File: src/rtl/cfgx_pkg.sv
package cfgx_pkg;

  typedef enum logic [1:0] {
    SZ_B1  = 2'd0,
    SZ_B2  = 2'd1,
    SZ_B4  = 2'd2,
    SZ_BAD = 2'd3
  } cfgx_size_e;

  typedef enum logic [1:0] {
    ST_IDLE = 2'd0,
    ST_WAIT = 2'd1,
    ST_DONE = 2'd2
  } cfgx_state_e;

  localparam int unsigned IDSEL_LO = 11;

  // Position of the lowest set bit in [31:IDSEL_LO]; 32 when none is set.
  function automatic logic [5:0] cfgx_idsel_slot(input logic [31:0] w);
    logic [5:0] n;
    n = 6'd32;
    for (int i = 31; i >= IDSEL_LO; i--) begin
      if (w[i]) n = 6'(i);
    end
    return n;
  endfunction

  function automatic logic [31:0] cfgx_translate(input logic [31:0] idx,
                                                 input logic [2:0]  off);
    logic [31:0] slot_w;
    logic [5:0]  slot;
    if (idx[31]) begin
      return idx | {30'd0, off[1:0]};
    end else if (idx[0]) begin
      return {idx[31:3], off};
    end
    slot   = cfgx_idsel_slot(idx);
    slot_w = (slot == 6'd32) ? '1 : {26'd0, slot};
    return (slot_w << IDSEL_LO) | {21'd0, idx[10:8], idx[7:3], off};
  endfunction

  function automatic logic cfgx_fits(input logic [1:0] sz, input logic [1:0] lo);
    case (sz)
      SZ_B1:   return 1'b1;
      SZ_B2:   return lo != 2'd3;
      SZ_B4:   return lo == 2'd0;
      default: return 1'b0;
    endcase
  endfunction

  function automatic logic [3:0] cfgx_byte_en(input logic [1:0] sz, input logic [1:0] lo);
    case (sz)
      SZ_B1:   return 4'(4'b0001 << lo);
      SZ_B2:   return 4'(4'b0011 << lo);
      SZ_B4:   return 4'b1111;
      default: return 4'b0000;
    endcase
  endfunction

  function automatic int unsigned cfgx_size_bytes(input logic [1:0] sz);
    case (sz)
      SZ_B1:   return 1;
      SZ_B2:   return 2;
      default: return 4;
    endcase
  endfunction

  function automatic int unsigned cfgx_irq_route(input int unsigned pin,
                                                 input int unsigned dev,
                                                 input int unsigned lines);
    return (pin + dev) % lines;
  endfunction

endpackage

File: src/rtl/cfgx_index_reg.sv
module cfgx_index_reg #(
  parameter int unsigned DATA_W = 32,
  localparam int unsigned NBYTE = DATA_W / 8
) (
  input  logic              clk,
  input  logic              rst_n,
  input  logic              wr_en,
  input  logic [NBYTE-1:0]  be,
  input  logic [DATA_W-1:0] wdata,
  output logic [DATA_W-1:0] q
);
  for (genvar b = 0; b < NBYTE; b++) begin : g_lane
    always_ff @(posedge clk) begin
      if (!rst_n)                q[8*b +: 8] <= 8'd0;
      else if (wr_en && be[b])   q[8*b +: 8] <= wdata[8*b +: 8];
    end
  end

  p_index_hold_r8: assert property (@(posedge clk) disable iff (!rst_n)
    !wr_en |=> $stable(q))
    else $error("index word changed without a write");
endmodule

File: src/rtl/cfgx_addr_map.sv
module cfgx_addr_map
  import cfgx_pkg::*;
(
  input  logic [31:0] idx,
  input  logic [2:0]  off,
  output logic [31:0] xl_addr,
  output logic        no_idsel
);
  always_comb begin
    xl_addr  = cfgx_translate(idx, off);
    no_idsel = !idx[31] && !idx[0] && (cfgx_idsel_slot(idx) == 6'd32);
  end
endmodule

File: src/rtl/cfgx_cycle_ctl.sv
module cfgx_cycle_ctl
  import cfgx_pkg::*;
#(
  parameter int unsigned DATA_W = 32,
  localparam int unsigned NBYTE = DATA_W / 8
) (
  input  logic              clk,
  input  logic              rst_n,
  input  logic              host_valid,
  input  logic              host_win,
  input  logic              host_wr,
  input  logic [2:0]        host_off,
  input  logic [1:0]        host_size,
  input  logic [DATA_W-1:0] host_wdata,
  input  logic [DATA_W-1:0] idx_q,
  input  logic [31:0]       xl_addr,
  output logic              idx_wr_en,
  output logic [NBYTE-1:0]  idx_be,
  output logic              host_done,
  output logic              host_err,
  output logic [DATA_W-1:0] host_rdata,
  output logic              cfg_req_valid,
  output logic              cfg_wr,
  output logic [31:0]       cfg_addr,
  output logic [NBYTE-1:0]  cfg_be,
  output logic [1:0]        cfg_size,
  output logic [DATA_W-1:0] cfg_wdata,
  input  logic              cfg_rsp_valid,
  input  logic [DATA_W-1:0] cfg_rsp_rdata
);
  cfgx_state_e state;
  logic        accept;
  logic        fits;
  logic [3:0]  be_w;

  always_comb begin
    accept    = (state == ST_IDLE) && host_valid;
    fits      = cfgx_fits(host_size, host_off[1:0]);
    be_w      = cfgx_byte_en(host_size, host_off[1:0]);
    idx_wr_en = accept && !host_win && host_wr && fits;
    idx_be    = be_w;
  end

  always_ff @(posedge clk) begin
    if (!rst_n) begin
      state         <= ST_IDLE;
      host_done     <= 1'b0;
      host_err      <= 1'b0;
      host_rdata    <= '0;
      cfg_req_valid <= 1'b0;
      cfg_wr        <= 1'b0;
      cfg_addr      <= '0;
      cfg_be        <= '0;
      cfg_size      <= '0;
      cfg_wdata     <= '0;
    end else begin
      host_done <= 1'b0;
      case (state)
        ST_IDLE: if (accept) begin
          if (!fits) begin
            host_err  <= 1'b1;
            host_done <= 1'b1;
            state     <= ST_DONE;
          end else if (!host_win) begin
            host_err  <= 1'b0;
            host_done <= 1'b1;
            if (!host_wr) host_rdata <= idx_q;
            state     <= ST_DONE;
          end else begin
            host_err      <= 1'b0;
            cfg_req_valid <= 1'b1;
            cfg_wr        <= host_wr;
            cfg_addr      <= xl_addr;
            cfg_be        <= be_w;
            cfg_size      <= host_size;
            cfg_wdata     <= host_wdata;
            state         <= ST_WAIT;
          end
        end
        ST_WAIT: if (cfg_rsp_valid) begin
          cfg_req_valid <= 1'b0;
          host_done     <= 1'b1;
          if (!cfg_wr) host_rdata <= cfg_rsp_rdata;
          state         <= ST_DONE;
        end
        default: state <= ST_IDLE;
      endcase
    end
  end

  p_req_hold_r9: assert property (@(posedge clk) disable iff (!rst_n)
    cfg_req_valid && !cfg_rsp_valid |=> cfg_req_valid && $stable(cfg_addr) && $stable(cfg_be)
      && $stable(cfg_wdata))
    else $error("request fields moved while outstanding");

  p_done_pulse_r2: assert property (@(posedge clk) disable iff (!rst_n)
    host_done |=> !host_done)
    else $error("host_done longer than one cycle");

  p_err_no_cycle_r8: assert property (@(posedge clk) disable iff (!rst_n)
    host_done && host_err |-> !cfg_req_valid && !$past(cfg_req_valid))
    else $error("rejected access produced a cycle");

  p_be_shape_r7: assert property (@(posedge clk) disable iff (!rst_n)
    cfg_req_valid |-> $countones(cfg_be) == cfgx_size_bytes(cfg_size))
    else $error("byte enables do not match size");
endmodule

File: src/rtl/cfgx_irq_route.sv
module cfgx_irq_route
  import cfgx_pkg::*;
#(
  parameter int unsigned NUM_SLOT  = 4,
  parameter int unsigned FIRST_DEV = 11,
  parameter int unsigned NUM_LINE  = 4,
  localparam int unsigned NUM_PIN  = 4
) (
  input  logic [NUM_SLOT*NUM_PIN-1:0] pin_lvl,
  output logic [NUM_LINE-1:0]         line
);
  always_comb begin
    line = '0;
    for (int s = 0; s < NUM_SLOT; s++) begin
      for (int p = 0; p < NUM_PIN; p++) begin
        line[cfgx_irq_route(p, FIRST_DEV + s, NUM_LINE)] =
          line[cfgx_irq_route(p, FIRST_DEV + s, NUM_LINE)] | pin_lvl[s*NUM_PIN + p];
      end
    end
  end

  always_comb begin
    p_irq_quiet_r11: assert ((|pin_lvl) || (line == '0))
      else $error("interrupt line active with no pin asserted");
  end
endmodule

File: src/rtl/cfgx_bridge.sv
module cfgx_bridge
  import cfgx_pkg::*;
#(
  parameter int unsigned DATA_W    = 32,
  parameter int unsigned NUM_SLOT  = 4,
  parameter int unsigned FIRST_DEV = 11,
  localparam int unsigned NBYTE    = DATA_W / 8,
  localparam int unsigned NUM_LINE = 4
) (
  input  logic                  clk,
  input  logic                  rst_n,
  input  logic                  host_valid,
  input  logic                  host_win,
  input  logic                  host_wr,
  input  logic [2:0]            host_off,
  input  logic [1:0]            host_size,
  input  logic [DATA_W-1:0]     host_wdata,
  output logic                  host_done,
  output logic                  host_err,
  output logic [DATA_W-1:0]     host_rdata,
  output logic                  cfg_req_valid,
  output logic                  cfg_wr,
  output logic [31:0]           cfg_addr,
  output logic [NBYTE-1:0]      cfg_be,
  output logic [1:0]            cfg_size,
  output logic [DATA_W-1:0]     cfg_wdata,
  input  logic                  cfg_rsp_valid,
  input  logic [DATA_W-1:0]     cfg_rsp_rdata,
  input  logic [NUM_SLOT*4-1:0] irq_pin_lvl,
  output logic [NUM_LINE-1:0]   irq_line
);
  logic [DATA_W-1:0] idx_q;
  logic              idx_wr_en;
  logic [NBYTE-1:0]  idx_be;
  logic [31:0]       xl_addr;
  logic              no_idsel;

  cfgx_index_reg #(.DATA_W(DATA_W)) u_index (
    .clk(clk), .rst_n(rst_n), .wr_en(idx_wr_en), .be(idx_be),
    .wdata(host_wdata), .q(idx_q)
  );

  cfgx_addr_map u_map (
    .idx(idx_q[31:0]), .off(host_off), .xl_addr(xl_addr), .no_idsel(no_idsel)
  );

  cfgx_cycle_ctl #(.DATA_W(DATA_W)) u_ctl (
    .clk(clk), .rst_n(rst_n),
    .host_valid(host_valid), .host_win(host_win), .host_wr(host_wr),
    .host_off(host_off), .host_size(host_size), .host_wdata(host_wdata),
    .idx_q(idx_q), .xl_addr(xl_addr),
    .idx_wr_en(idx_wr_en), .idx_be(idx_be),
    .host_done(host_done), .host_err(host_err), .host_rdata(host_rdata),
    .cfg_req_valid(cfg_req_valid), .cfg_wr(cfg_wr), .cfg_addr(cfg_addr),
    .cfg_be(cfg_be), .cfg_size(cfg_size), .cfg_wdata(cfg_wdata),
    .cfg_rsp_valid(cfg_rsp_valid), .cfg_rsp_rdata(cfg_rsp_rdata)
  );

  cfgx_irq_route #(.NUM_SLOT(NUM_SLOT), .FIRST_DEV(FIRST_DEV), .NUM_LINE(NUM_LINE)) u_irq (
    .pin_lvl(irq_pin_lvl), .line(irq_line)
  );

  // Non-passthrough modes put the offset verbatim into the low three bits.
  p_lowbits_r4: assert property (@(posedge clk) disable iff (!rst_n)
    $rose(cfg_req_valid) && !idx_q[31] |-> cfg_addr[2:0] == $past(host_off))
    else $error("offset bits not carried into cycle address");

  // A type-0 word with no select bit yields all-ones upper address.
  p_noidsel_fill_r6: assert property (@(posedge clk) disable iff (!rst_n)
    $rose(cfg_req_valid) && $past(no_idsel) |-> cfg_addr[31:11] == '1)
    else $error("missing select bit did not fill upper address");
endmodule

File: config.mk
export PLATFORM = sky130hd
export DESIGN_NAME = cfgx_bridge
export DESIGN_NICKNAME = d
export VERILOG_FILES = /design/src/rtl/cfgx_pkg.sv /design/src/rtl/cfgx_index_reg.sv /design/src/rtl/cfgx_addr_map.sv /design/src/rtl/cfgx_cycle_ctl.sv /design/src/rtl/cfgx_irq_route.sv /design/src/rtl/cfgx_bridge.sv
export SDC_FILE = /design/constraint.sdc
export NUM_CORES = 1
export LEC_CHECK = 0
export BUFFER_PORTS_ARGS = -buffer_cell sky130_fd_sc_hd__buf_2
export CAP_MARGIN = 10
export CORE_ASPECT_RATIO = 1.4
export CORE_MARGIN = 4
export CORE_UTILIZATION = 45
export CTS_CLUSTER_DIAMETER = 120
export CTS_CLUSTER_SIZE = 10
export DETAILED_ROUTE_END_ITERATION = 8
export PLACE_DENSITY = 0.76
export SYNTH_ARGS = -nofsm -noshare
export SYNTH_HDL_FRONTEND = slang
export SYNTH_SLANG_ARGS = --single-unit
File: constraint.sdc
create_clock -name clk -period 1.9 [get_ports clk]
set_input_delay 0.19 -clock clk [delete_from_list [all_inputs] [get_ports clk]]
set_output_delay 0.19 -clock clk [all_outputs]
set_load 0.1 [all_outputs]
==> flow_summary_export.csv <==
group,metric,value,unit
clock_network,clk_latency,0.42,ns
routing,drt_first_pass_iters,5,
critical_path,cp_slowest_cell,"or4b_4",
timing,fin_ws,0.001661,ns
timing,post-route-period-util,99.91,%
clock_network,root_buffer,"clkbuf_16",
critical_path,end_kind,"flip-flop",
routing,drt_iter0_markers,283,
critical_path,worstPathRequired,2.20,ns
grt,grt_max_degree,48,
final_layout,final_area,7886,µm²
routing,wl_per_cell,16.84,µm
routing,drc,0,
timing,clock_skew,0.007511,ns
critical_path,critPathMaxStageDelay,0.56,ns
place,post-place-ws,-0.1028,ns
routing,route.vias.total,5571,
synthesis,synth_edf_count,0,
place,routabilityCongestion,0.8202,
critical_path,path_class,"flip-flop to flip-flop",
timing,slew_viol_final,0,
place,post-dp-hpwl,12120,µm
run,cap_violations,0,
synthesis,synth_nets,747,
critical_path,start_kind,"flip-flop",
critical_path,cp_top_family,"simple AND/OR/NAND/NOR gates",
timing,rsz0062_at_grt,"true",
critical_path,reg2reg_to,"u_index.q[7]",
synthesis,dominantRegCellSynth,"dfxtp_1",
timing,setup_viol,0,
floorplanning,die_area,14550,µm²
place,placed_cell_area,7038,µm²
synthesis,ys_types,40,
final_layout,final_common_cell,"buf_2",
critical_path,cp_max_fo,8,
synthesis,yosysWarnings,0,
floorplanning,die_w,103.1,µm
clock_network,cts_buffers,17,
synthesis,postSynthAreaPerCell,8.682,µm²
clock_network,numClockSinks,140,
timing,layout_min_cycle_time,1.898,ns
floorplanning,ios,201,
timing,clock.fmax,526.8,MHz
critical_path,timing.rr.start,"u_ctl.state[0]",
timing,hold_viol,0,
critical_path,reg2regPathDepth,6,
synthesis,syn-cell-area,5695,µm²
routing,antenna_left,0,
min_path,worstHoldStart,"host_wdata[19]",
synthesis,synth_seq_area_share,49.21,%
timing,maxSlewHeadroom,62.78,%
critical_path,arrival,2.20,ns
floorplanning,die_height,141.1,µm
synthesis,ys_ff_latch,140,
clock_network,htree_levels,4,
pwr,combPwrFrac,18.3,%
final_layout,mostFrequentLayoutCells,"buf_2 (200), dfxtp_1 (138), nand2_1 (98)",
min_path,hp-class,"primary input to flip-flop",
routing,via_per_inst,5.367,
pwr,power.leakage,3.599,nW
outcome,status,"finished, final reports clean",
clock_network,cts_buffer_depth,2,
pwr,intPower,5.389,mW
grt,grt_overflow,0,
floorplanning,initial_utilization,46.04,%
floorplanning,core,12370,µm²
pwr,power_switching_share,31.33,%
grt,antenna_found_initial,1,
pwr,switching_power,2.459,mW
min_path,min_path_cells,3,
grt,groute.usage.overall,23.10,%
final_layout,drive_above_1_share,33.82,%
timing,tightest_slew,0.5583,ns
final_layout,syn2layout_area_growth,38.47,%
grt,grt_pass1_wl,26460,µm
pwr,power_per_cell_area,995.2,nW/µm²
pwr,power.share.clock,42.3,%
clock_network,path_clk_slew,0.06,ns
synthesis,async_flop_share,0,%
synthesis,synth_cells,656,
place,port_buffers,200,
critical_path,rrSetupSlack,0.002,ns
floorplanning,rows,48,
min_path,hold-path-endpoint,"u_ctl.cfg_wdata[19]",
grt,first_global_vias,5201,
pwr,peakVddDrop,0.6179,mV
critical_path,crit_chain,"or4b_4, a2111oi_4, buf_6, o21ai_4, mux2i_1, nor2_1",
clock_network,cts_tree,"done",
final_layout,nets,965,
pwr,seqPwrFrac,39.5,%
routing,routed_wl,17480,µm
critical_path,cp_num_buf_inv,1,
[cells in the mapped netlist (2+ instances only)]
library cell	number	area [µm²]
o31ai_1	3	22.52
buf_2	6	30.03
nand2b_1	6	37.54
a21o_1	3	22.52
nor2b_1	3	18.77
nor2_1	87	326.6
a21oi_1	93	465.5
dfxtp_1	140	2803
o21ai_2	2	17.52
o21ai_0	21	105.1
nor3_1	11	55.05
a211oi_1	36	270.3
mux2i_1	63	630.6
inv_1	6	22.52
or4_1	5	37.54
buf_1	3	11.26
a2111oi_4	2	55.05
o211ai_1	3	22.52
nor4_1	8	50.05
nand2_2	2	12.51
clkbuf_1	34	127.6
nand2_1	98	367.9
buf_4	4	30.03
[how the worst max path moves through the flow]
stage	start	endpoint	slack, ns	cells past startpoint
floorplan	u_ctl.state[1]	u_ctl.cfg_addr[11]	0.06	5
global placement	u_ctl.state[1]	u_ctl.cfg_addr[30]	-0.08	6
detailed placement	u_ctl.state[1]	u_ctl.cfg_addr[30]	-0.10	6
CTS	u_ctl.state[0]	u_ctl.host_rdata[2]	-0.03	7
global route	u_ctl.state[1]	u_ctl.cfg_addr[15]	-0.07	8
finish	u_ctl.state[0]	u_index.q[7]	0.002	6
[registers in the layout, indices dropped and copies added, names as in the netlist]
signal               count
u_ctl.host_done          1
u_ctl.cfg_be             4
u_ctl.cfg_req_valid      1
u_ctl.cfg_addr          32
u_ctl.state              2
u_ctl.host_rdata        32
u_index.q               32
u_ctl.host_err           1
u_ctl.cfg_wr             1
u_ctl.cfg_size           2
u_ctl.cfg_wdata         32
[metal layers]
layer / part of all wire (%) / track usage (%) / vias up
met1: 41 / 29.72 / 2597
met3: 7.8 / 5.495 / 36
met2: 49 / 37.00 / 216
met4: 2.9 / 9.141 / 0
met5: 0 / 0 / -
li1: - / - / 2722
[worst min-delay path: stages]
cell	delay, ns
buf_2	0.11
nand2_1	0.05
a21oi_1	0.05
[cells by family after synthesis]
kind of cell	count (synthesis)	share of synthesized area (%)
muxes	63	11.07
AOI/OAI and AO/OA	172	18.92
and+or+nand+nor	227	16.85
DFF	140	49.21
buffers and inverters	54	3.954
[per-stage QoR]
step                      utilization (%)  hold slack [ns]  power (mW)  instances  TNS [ns]
after floorplan                         -           0.3260       4.192        656         0
after global placement              56.89           0.4339       4.521        994    -2.260
after detailed placement            56.89           0.4422       4.529        994    -3.661
after CTS                           63.03         0.006780       7.859       1032   -0.3933
after global routing                63.74          0.01624       8.103       1038    -1.103
final                               63.74          0.01586       7.848       1038         0
[power by group through the flow]
stage               registers [mW]  logic, mW  clock network (mW)
floorplan                     3.83      0.359                   0
global placement              3.16       1.37                   0
detailed placement            3.16       1.37                   0
CTS                           3.09       1.41                3.35
global route                  3.11       1.51                3.49
finish                        3.10       1.43                3.32
[final cells by class]
cell class / instances / area (µm²)
diodes: 1 / 2.502
clock buffers: 19 / 452.9
clock inverters: 13 / 141.4
fillers: 1070 / 4486
inverters: 7 / 28.78
multi-input cells: 462 / 2744
flip-flops and latches: 140 / 2805
well taps: 150 / 187.7
repair buffers: 246 / 1524
[what timing repair did]
action / 4_1_cts / 5_1_grt
endpoints found under the setup margin: 90 / 114
gates cloned: 2 / 1
endpoints found under the hold margin: 0 / 0
hold buffers: 0 / 0
gates resized for setup: 11 / 15
pin swaps: 4 / 2
buffers inserted: 4 / 5
Power figures use the tool's default switching activity.
